===== config.mk =====
export PLATFORM = sky130hd
export DESIGN_NAME = owr_reset_seq
export DESIGN_NICKNAME = d
export VERILOG_FILES = /design/src/rtl/owr_pkg.sv /design/src/rtl/owr_sync2.sv /design/src/rtl/owr_us_tick.sv /design/src/rtl/owr_phase_timer.sv /design/src/rtl/owr_wait_guard.sv /design/src/rtl/owr_reset_seq.sv
export SDC_FILE = /design/constraint.sdc
export NUM_CORES = 1
export LEC_CHECK = 0
export CORE_UTILIZATION = 55
export CTS_CLUSTER_DIAMETER = 200
export DETAILED_ROUTE_END_ITERATION = 8
export PLACE_DENSITY = 0.73
export SLEW_MARGIN = 20
export SYNTH_ARGS = -nofsm -noshare
export SYNTH_HDL_FRONTEND = slang
export SYNTH_SLANG_ARGS = --single-unit

===== constraint.sdc =====
create_clock -name clk -period 2.4 [get_ports clk]
set_input_delay 0.48 -clock clk [delete_from_list [all_inputs] [get_ports clk]]
set_output_delay 0.48 -clock clk [all_outputs]
set_load 0.1 [all_outputs]

===== src/rtl/owr_pkg.sv =====
package owr_pkg;

    typedef enum logic [2:0] {
        ST_IDLE,
        ST_LOW,
        ST_WAIT_HI,
        ST_PULL1,
        ST_PRES,
        ST_GAP,
        ST_PULL2,
        ST_TAIL
    } owr_state_e;

    typedef struct packed {
        logic presence;
        logic shorted;
    } owr_result_t;

    typedef struct packed {
        logic drive;
        logic dpu_n;
    } owr_pins_t;

    function automatic int unsigned owr_max(input int unsigned a, input int unsigned b);
        return (a > b) ? a : b;
    endfunction

    function automatic owr_pins_t owr_pins_for(input owr_state_e s);
        owr_pins_t p;
        p.drive = (s == ST_LOW);
        p.dpu_n = !((s == ST_PULL1) || (s == ST_PULL2));
        return p;
    endfunction

endpackage


===== src/rtl/owr_sync2.sv =====
module owr_sync2 (
    input  logic clk,
    input  logic rst,
    input  logic d,
    output logic q
);
    logic meta;

    always_ff @(posedge clk) begin
        if (rst) begin
            meta <= 1'b1;
            q    <= 1'b1;
        end else begin
            meta <= d;
            q    <= meta;
        end
    end
endmodule


===== src/rtl/owr_us_tick.sv =====
module owr_us_tick #(
    parameter int unsigned CLK_PER_US = 200
) (
    input  logic clk,
    input  logic rst,
    input  logic clr,
    output logic tick
);
    localparam int unsigned CW = (CLK_PER_US > 1) ? $clog2(CLK_PER_US) : 1;
    localparam logic [CW-1:0] LAST = CW'(CLK_PER_US - 1);

    logic [CW-1:0] cnt;

    assign tick = (cnt == LAST);

    always_ff @(posedge clk) begin
        if (rst || clr) begin
            cnt <= '0;
        end else if (cnt == LAST) begin
            cnt <= '0;
        end else begin
            cnt <= cnt + 1'b1;
        end
    end
endmodule


===== src/rtl/owr_phase_timer.sv =====
module owr_phase_timer #(
    parameter int unsigned PW = 10
) (
    input  logic          clk,
    input  logic          rst,
    input  logic          clr,
    input  logic          tick,
    input  logic [PW-1:0] limit,
    output logic          expired
);
    logic [PW-1:0] us_cnt;

    assign expired = tick && (us_cnt == (limit - 1'b1));

    always_ff @(posedge clk) begin
        if (rst || clr) begin
            us_cnt <= '0;
        end else if (tick) begin
            us_cnt <= us_cnt + 1'b1;
        end
    end
endmodule


===== src/rtl/owr_wait_guard.sv =====
module owr_wait_guard #(
    parameter int unsigned LIMIT_CYC = 1000000
) (
    input  logic clk,
    input  logic rst,
    input  logic clr,
    input  logic en,
    output logic expire
);
    localparam int unsigned GW = $clog2(LIMIT_CYC + 1);
    localparam logic [GW-1:0] LAST = GW'(LIMIT_CYC - 1);

    logic [GW-1:0] cnt;

    assign expire = en && (cnt == LAST);

    always_ff @(posedge clk) begin
        if (rst || clr) begin
            cnt <= '0;
        end else if (en && (cnt != LAST)) begin
            cnt <= cnt + 1'b1;
        end
    end

    AST_GUARD_BOUNDED: assert property (@(posedge clk) disable iff (rst)
        cnt <= LAST) else $error("guard counter overran");
endmodule


===== src/rtl/owr_reset_seq.sv =====
module owr_reset_seq
    import owr_pkg::*;
#(
    parameter int unsigned CLK_PER_US = 200,
    parameter int unsigned RST_LOW_US = 480,
    parameter int unsigned PULL1_US   = 8,
    parameter int unsigned PRES_AT_US = 72,
    parameter int unsigned GAP_US     = 408,
    parameter int unsigned PULL2_US   = 60,
    parameter int unsigned TAIL_US    = 2,
    parameter int unsigned TIMEOUT_US = 5000
) (
    input  logic clk,
    input  logic rst,
    input  logic start,
    input  logic sense,
    output logic drive,
    output logic dpu_n,
    output logic busy,
    output logic done,
    output logic presence,
    output logic shorted
);
    localparam int unsigned PRES_WAIT_US = PRES_AT_US - PULL1_US;
    localparam int unsigned PH_MAX = owr_max(owr_max(owr_max(RST_LOW_US, PULL1_US),
                                                     owr_max(PRES_WAIT_US, GAP_US)),
                                             owr_max(PULL2_US, TAIL_US));
    localparam int unsigned PW = $clog2(PH_MAX + 1);
    localparam int unsigned TO_CYC = TIMEOUT_US * CLK_PER_US;

    owr_state_e    state, state_d;
    owr_pins_t     pins_q, pins_d;
    owr_result_t   res_q, res_d;
    logic          sense_s;
    logic          phase_clr;
    logic          tick;
    logic          ph_done;
    logic [PW-1:0] ph_limit;
    logic          guard_expire;
    logic          pres_acc, pres_acc_d;
    logic          fin_ok, fin_short;
    logic          done_q;

    owr_sync2 u_sync (
        .clk (clk),
        .rst (rst),
        .d   (sense),
        .q   (sense_s)
    );

    owr_us_tick #(.CLK_PER_US(CLK_PER_US)) u_tick (
        .clk  (clk),
        .rst  (rst),
        .clr  (phase_clr),
        .tick (tick)
    );

    owr_phase_timer #(.PW(PW)) u_phase (
        .clk     (clk),
        .rst     (rst),
        .clr     (phase_clr),
        .tick    (tick),
        .limit   (ph_limit),
        .expired (ph_done)
    );

    owr_wait_guard #(.LIMIT_CYC(TO_CYC)) u_guard (
        .clk    (clk),
        .rst    (rst),
        .clr    (state == ST_IDLE),
        .en     (state == ST_WAIT_HI),
        .expire (guard_expire)
    );

    // Duration of the phase currently running, in microseconds
    always_comb begin
        case (state)
            ST_LOW:   ph_limit = PW'(RST_LOW_US);
            ST_PULL1: ph_limit = PW'(PULL1_US);
            ST_PRES:  ph_limit = PW'(PRES_WAIT_US);
            ST_GAP:   ph_limit = PW'(GAP_US);
            ST_PULL2: ph_limit = PW'(PULL2_US);
            ST_TAIL:  ph_limit = PW'(TAIL_US);
            default:  ph_limit = PW'(1);
        endcase
    end

    always_comb begin
        state_d    = state;
        pres_acc_d = pres_acc;
        fin_ok     = 1'b0;
        fin_short  = 1'b0;
        case (state)
            ST_IDLE: begin
                if (start) begin
                    state_d    = ST_LOW;
                    pres_acc_d = 1'b0;
                end
            end
            ST_LOW: begin
                if (ph_done) state_d = ST_WAIT_HI;
            end
            ST_WAIT_HI: begin
                if (sense_s) begin
                    state_d = ST_PULL1;
                end else if (guard_expire) begin
                    state_d   = ST_IDLE;
                    fin_short = 1'b1;
                end
            end
            ST_PULL1: begin
                if (ph_done) state_d = ST_PRES;
            end
            ST_PRES: begin
                if (ph_done) begin
                    state_d = ST_GAP;
                    if (!sense_s) pres_acc_d = 1'b1;
                end
            end
            ST_GAP: begin
                if (ph_done) state_d = sense_s ? ST_PULL2 : ST_WAIT_HI;
            end
            ST_PULL2: begin
                if (ph_done) state_d = ST_TAIL;
            end
            ST_TAIL: begin
                if (ph_done) begin
                    state_d = ST_IDLE;
                    fin_ok  = 1'b1;
                end
            end
            default: state_d = ST_IDLE;
        endcase
    end

    assign phase_clr = (state_d != state);
    assign pins_d    = owr_pins_for(state_d);

    always_comb begin
        res_d = res_q;
        if (fin_ok) begin
            res_d.presence = pres_acc_d;
            res_d.shorted  = 1'b0;
        end else if (fin_short) begin
            res_d.presence = 1'b0;
            res_d.shorted  = 1'b1;
        end
    end

    always_ff @(posedge clk) begin
        if (rst) begin
            state    <= ST_IDLE;
            pins_q   <= '{drive: 1'b0, dpu_n: 1'b1};
            res_q    <= '0;
            pres_acc <= 1'b0;
            done_q   <= 1'b0;
        end else begin
            state    <= state_d;
            pins_q   <= pins_d;
            res_q    <= res_d;
            pres_acc <= pres_acc_d;
            done_q   <= fin_ok || fin_short;
        end
    end

    assign drive    = pins_q.drive;
    assign dpu_n    = pins_q.dpu_n;
    assign busy     = (state != ST_IDLE);
    assign done     = done_q;
    assign presence = res_q.presence;
    assign shorted  = res_q.shorted;

    AST_NO_CONTENTION: assert property (@(posedge clk) disable iff (rst)
        !(drive && !dpu_n)) else $error("pulldown and pullup both on");
    AST_IDLE_RELEASED: assert property (@(posedge clk) disable iff (rst)
        !busy |-> (!drive && dpu_n)) else $error("driver active while idle");
    AST_PULLUP_AFTER_HIGH: assert property (@(posedge clk) disable iff (rst)
        $fell(dpu_n) |-> $past(sense_s)) else $error("pullup without high line");
    AST_DRIVE_FROM_IDLE: assert property (@(posedge clk) disable iff (rst)
        $rose(drive) |-> $past(!busy && start)) else $error("reset pulse not from idle");
    AST_BUSY_FROM_START: assert property (@(posedge clk) disable iff (rst)
        $rose(busy) |-> $past(start)) else $error("busy without start");
    AST_DONE_PULSE: assert property (@(posedge clk) disable iff (rst)
        done |=> !done) else $error("done longer than one cycle");
    AST_SHORT_NO_PRES: assert property (@(posedge clk) disable iff (rst)
        (done && shorted) |-> !presence) else $error("short with presence");
    AST_FLAGS_HELD: assert property (@(posedge clk) disable iff (rst)
        !done |=> $stable({presence, shorted}) || done) else $error("flags moved");
endmodule


Yosys cells after proc, flatten, opt, wreduce, memory -nomap -nowiden

Cells that the tools add are included.

Output and inout bits: 6
Bits of input ports: 4
Register bits: 48
Logic and storage cells: 67

Reduce and logical (&&, ||, !) cells: 13
Equal/unequal tests: 15
Mux-type cells: 23
$add $sub $neg: 4

Operator list:

| cell                    | number |
|---|---|
| $pmux W9 S6             | 1 |
| $mux W3                 | 10 |
| $pmux W3 S8             | 1 |
| $add A20 B1 Y20 const B | 1 |
| $eq A20 B20 Y1 const B  | 1 |
| $ne A20 B20 Y1 const B  | 1 |
| $eq A3 B3 Y1 const B    | 5 |
| $add A9 B1 Y9 const B   | 1 |
| $eq A3 B2 Y1 const B    | 3 |
| $eq A9 B9 Y1            | 1 |
| $sub A9 B1 Y9 const B   | 1 |
| $add A8 B1 Y8 const B   | 1 |
| $eq A8 B8 Y1 const B    | 1 |
| $mux W1                 | 8 |
| $eq A3 B1 Y1 const B    | 2 |
| $logic_or A1 B1 Y1      | 4 |
| $mux W2                 | 2 |
| $reduce_or A2 Y1        | 2 |
| $logic_and A1 B1 Y1     | 3 |
| $logic_not A3 Y1        | 1 |
| $ne A3 B3 Y1            | 1 |
| $reduce_bool A3 Y1      | 1 |
| $pmux W1 S2             | 1 |
| $reduce_bool A2 Y1      | 1 |
| $logic_not A1 Y1        | 1 |

Logic depth before layout (Yosys ltp)

Depth after elaboration: 10
Depth in mapped cells: 8
Depth with buffers taken out: 7

Hierarchy

Synthesis repeated with hierarchy kept, for this count alone.

Cell total of the unflattened synthesis: 311
Area total of the unflattened synthesis: 2,647.5 um^2

Modules (own cells, without submodules):

| module          | times used | seq. area each (um^2) | area each (um^2) | cells an instance |
|---|---|---|---|---|
| owr_wait_guard  | 1          | 400.4                 | 1,001.0          | 116 |
| owr_phase_timer | 1          | 180.2                 | 676.9            | 81 |
| owr_reset_seq   | 1          | 180.2                 | 548.0            | 72 |
| owr_us_tick     | 1          | 160.2                 | 369.1            | 38 |
| owr_sync2       | 1          | 40.0                  | 52.6             | 4 |

Worst setup path before layout

No wires, ideal clock.

Path type: reg2reg
From: reg state[1]
To: reg u_guard.cnt[0]
Required time: 2.272 ns
Setup time: 0.128 ns
Stages on the path, launching flop included: 8
Arrival time: 1.924 ns
Clock period less this slack: 2.052 ns
Path buffers: 3
Path slack: 0.348 ns
Cell sequence: dfxtp_1 > buf_6 > clkbuf_1 > nor2_1 > nand2_1 > nand2b_1 > clkbuf_1 > nor2_1

Cells in the longest elaborated chain, start to end: 2
Elaborated cells between the ends (all ways): 4
Classes of those cells: eq/ne: 1; reduce/logical: 3

Ends and longest elaborated chain:

| element                                                   | RTL line                                   | RTL |
|---|---|---|
| start, declared                                           | owr_reset_seq.sv:31                        | `owr_state_e state, state_d;` |
| start signal, assigned                                    | owr_reset_seq.sv:158                       | `state <= state_d;` |
| $eq A3 B2 Y1 or $logic_not A3 Y1 (tied branches)          | owr_reset_seq.sv:71, owr_reset_seq.sv:70   |  |
| $logic_and A1 B1 Y1 or $logic_or A1 B1 Y1 (tied branches) | owr_wait_guard.sv:20, owr_wait_guard.sv:18 |  |
| end signal, assigned                                      | owr_wait_guard.sv:21                       | `cnt <= cnt + 1'b1;` |
| end, declared                                             | owr_wait_guard.sv:13                       | `logic [GW-1:0] cnt;` |

Several ways; a longest one is shown, not always the timed one.
A chain may end at the register's enable or synchronous reset.

Final worst setup path

From: reg state[1]
To: reg pins_q (netlist bit dpu_n)

Cells in the longest elaborated chain, start to end: 10
Elaborated cells between the ends (all ways): 27
Classes of those cells: add/sub: 1; eq/ne: 10; mux: 11; reduce/logical: 5

Ends and longest elaborated chain:

| element                                      | RTL line                                 | RTL |
|---|---|---|
| $eq A3 B3 Y1, or another cell as far along   | owr_reset_seq.sv:77, owr_reset_seq.sv:93 |  |
| $pmux W9 S6                                  | owr_reset_seq.sv:77                      | `case (state)` |
| $sub A9 B1 Y9                                | owr_phase_timer.sv:13                    | `assign expired = tick && (us_cnt == (limit - 1'b1));` |
| $eq A9 B9 Y1                                 | owr_phase_timer.sv:13                    |  |
| $logic_and A1 B1 Y1                          | owr_phase_timer.sv:13                    |  |
| $mux W3, or another cell as far along        | owr_reset_seq.sv:127                     | `if (ph_done) begin` |
| $pmux W3 S8 (*)                              | owr_reset_seq.sv:93                      | `case (state)` |
| $eq A3 B2 Y1 or $eq A3 B3 Y1 (tied branches) | owr_pkg.sv:31                            | `p.dpu_n = !((s == ST_PULL1) \|\| (s == ST_PULL2));` |
| $logic_or A1 B1 Y1 (*)                       | owr_pkg.sv:31                            |  |
| $logic_not A1 Y1 (*)                         | owr_pkg.sv:31                            |  |
| end signal, assigned                         | owr_reset_seq.sv:153                     | `pins_q <= '{drive: 1'b0, dpu_n: 1'b1};` |
| end signal, assigned                         | owr_reset_seq.sv:159                     | `pins_q <= pins_d;` |
| end, declared                                | owr_reset_seq.sv:32                      | `owr_pins_t pins_q, pins_d;` |

Every way passes the cells marked *; elsewhere a longest branch is shown, timed or not.

==> implementation parameters <==
Parameter                              Value

Run status
  Outcome    finished, final reports clean

Setup path
  Worst Setup Path Type    reg2reg
  Beginning of the critical path    state[1]
  R2r startpoint    state[1]
  Highest fanout seen on the critical path    10
  Type of element capturing the critical path    flop
  Worst setup SP type    flop
  Critical path required time    around 2600 ps
  CP Data Arrival Time    between 2000 and 2500 ps

Placement
  Worst-case setup slack after placement    between 150 and 200 ps
  # port buffers    9
  RePlAce Congestion    ~0.84
  Sum of net half-perimeters after detailed placement    3.42 mm

Drt
  Drt drc    0
  First-pass detailed-route iteration total    4
  Drt first-iter violations    145
  Average via count per standard cell    between 5 and 6
  Via total after detailed routing    2045
  Overall routed net length    4.82 mm
  Post-DRT Antenna Nets    0
  Detail-routed net length per standard cell    about 13 µm

GRT
  Tot GR Track Use    approximately a fifth
  Pin count of the biggest net entering global routing    21
  Vias in the first global route    between 1.5k and 2k
  Antenna violations before repair    0
  Wire length of the first global-routing pass    8.40 mm
  Overflow after GRT    0

Die
  Initial standard-cell utilization of the core    57.7%
  Core region area    4380 µm²
  Die width    roughly 70 µm
  Chip Height    between 60 and 70 µm
  Count of boundary I/O pins    10
  FP Rows    24
  Floorplan die area    roughly 4900 µm²

Timing
  Final hold violations    0
  Actual slew at the worst max-slew pin    between 400 and 500 ps
  Number of pins exceeding their max-slew limit in the final report    0
  Setup repair after global routing missed its margin    false
  Final Critical Period    2220 ps
  Fin worst setup slack    between 150 and 200 ps
  F_max    around 450 MHz
  Sum of negative setup slack    0 ps
  Ratio of final minimum period to clock period    between 90% and 100%
  # setup viols final    0
  Relative slew slack    between 70% and 80%
  Worst setup skew after layout    6.39 ps

Cells and area
  Area growth, synth to finish    8.16%
  Commonest cells after routing, fill and taps aside    sky130_fd_sc_hd__nor2_1, sky130_fd_sc_hd__dfxtp_1, sky130_fd_sc_hd__nand2_1
  Antenna fix cells    0
  Commonest non-fill, non-tap cell in the layout    sky130_fd_sc_hd__nor2_1
  Ratio of cells with drive above 1 in the final layout    13.8%
  Final nets    317

Synthesis
  Mapped cell area    ~2500 µm²
  Sequential cell area fraction in the yosys report    between 30% and 40%
  Async SR Flop Fraction    0%
  Synthesized area per cell    ~8.5 µm²
  Number of distinct library cell variants in the gate-level netlist after synthesis    58
  Post-Syn Nets    ~300
  Yosys warnings    0
  Number of enable-type register cells in the synthesized netlist    0
  Post-synthesis register bit count    48
  Syn Inst Count    between 200 and 300
  Most frequently used flop master after synthesis    sky130_fd_sc_hd__dfxtp_1

Power and ir drop
  Share of total power in sequential cells    approximately 58%
  Total net switching power    0.320 mW
  Tot Pwr    1.39 mW
  Leak    around 0.94 nW
  Share of total power consumed by net switching    22.9%
  Cell internal power dissipation    1.07 mW
  Power per cell area    ~510 nW/µm²
  VDD IR max    around 310 µV
  Part of the power in combinational logic    under 10%
  Clock power frac    34.9%

Clock tree
  Clock-pin slew on the worst setup and hold paths    80 ps
  Skew-Pair Late Insertion Delay    around 300 ps
  Number of buffers added by the clock tree synthesis step    5
  Post-CTS setup buffers    0
  CTS tree    built
  Number of hold-repair buffers added at the cts stage    0
  H-tree depth    2
  TritonCTS Sinks    48
  Maximum buffer depth of the clock tree    2
  Resize count post-CTS    0
  Root cell of the clock tree    sky130_fd_sc_hd__clkbuf_8

Run
  Count of maximum capacitance violations    0

Min path
  Hold Startpoint    u_sync.meta
  Min-Delay Path Class    reg2reg
## flip-flops by register name, summed over array words and instances (netlist names)
| signal | flops |
|---|---|
| u_tick.cnt | 8 |
| u_sync.q | 1 |
| pres_acc | 1 |
| done | 1 |
| u_sync.meta | 1 |
| u_guard.cnt | 20 |
| shorted | 1 |
| dpu_n | 1 |
| drive | 1 |
| u_phase.us_cnt | 9 |
| state | 3 |
| presence | 1 |
## per-layer routing
metal | wire [µm] | up-vias | GRT usage, %
met2 | 2140 | 32 | 33.3
met1 | 2440 | 941 | 27.6
met3 | 152 | 8 | 4.94
li1 | - | 1064 | -
met4 | 81 | 0 | 8.89
met5 | 0 | - | 0
## worst max-delay path, stage by stage (launching register included)
cell and delay (ps):
sky130_fd_sc_hd__dfxtp_1 550, sky130_fd_sc_hd__and4b_2 270, sky130_fd_sc_hd__o21a_1 170, sky130_fd_sc_hd__or2_2 350, sky130_fd_sc_hd__nand4_1 120, sky130_fd_sc_hd__o211ai_1 130, sky130_fd_sc_hd__or4b_1 510
## power by group through the flow
stage	clock, mW	sequential [mW]	combinational, mW
after floorplan	0	0.835	0.0663
after global placement	0	0.829	0.0963
after detailed placement	0	0.829	0.0964
after CTS	0.500	0.810	0.0973
after global routing	0.528	0.812	0.105
final	0.487	0.811	0.0967
## through the flow
stage	util, %	std cells	area, µm²	hold WS (ps)
final	62.4	363	2740	420
after floorplan	-	297	2530	389
after detailed placement	60.3	355	2650	402
after CTS	62.4	363	2740	426
after global placement	60.3	355	2650	401
after global routing	62.4	363	2740	442
## final cells by class
class	instances	area, µm²
well taps	52	65.1
clock buffers	8	90.1
multi-input cells	229	1430
fillers	385	1650
repair buffers	20	170
flip-flops and latches	48	963
inverters	6	22.5
## Yosys cell counts (5+ instances only)
| master | count | area (µm²) |
|---|---|---|
| sky130_fd_sc_hd__dfxtp_1 | 48 | 961 |
| sky130_fd_sc_hd__inv_1 | 6 | 22.5 |
| sky130_fd_sc_hd__and3_1 | 8 | 50.1 |
| sky130_fd_sc_hd__or3_1 | 5 | 31.3 |
| sky130_fd_sc_hd__xnor2_1 | 17 | 149 |
| sky130_fd_sc_hd__nor4_1 | 5 | 31.3 |
| sky130_fd_sc_hd__nand3_1 | 14 | 70.1 |
| sky130_fd_sc_hd__nor3_1 | 6 | 30.0 |
| sky130_fd_sc_hd__nor2_1 | 56 | 210 |
| sky130_fd_sc_hd__xor2_1 | 14 | 123 |
| sky130_fd_sc_hd__a21oi_1 | 8 | 40.0 |
| sky130_fd_sc_hd__o21ai_0 | 12 | 60.1 |
| sky130_fd_sc_hd__nand4_1 | 6 | 37.5 |
| sky130_fd_sc_hd__nand2_1 | 20 | 75.1 |
## path summary, 6_finish.rpt
path         endpoint  slack, ps  cells after the start
max             dpu_n        180                      6
min          u_sync.q        420                      1
max reg2reg     dpu_n        180                      6
min reg2reg  u_sync.q        420                      1
## cells by family (layout without fill, tap and decap cells)
group           after synthesis  in the layout  synth area share (%)
buf+inv                      20             34                  5.93
compound gates               41             41                  11.3
mux                           2              2                 0.791
flops                        48             48                  38.0
fa+ha+maj                     3              3                  1.48
xor+xnor                     31             31                  10.7
simple gates                152            152                  31.8
(Power assumes the default switching activity.)
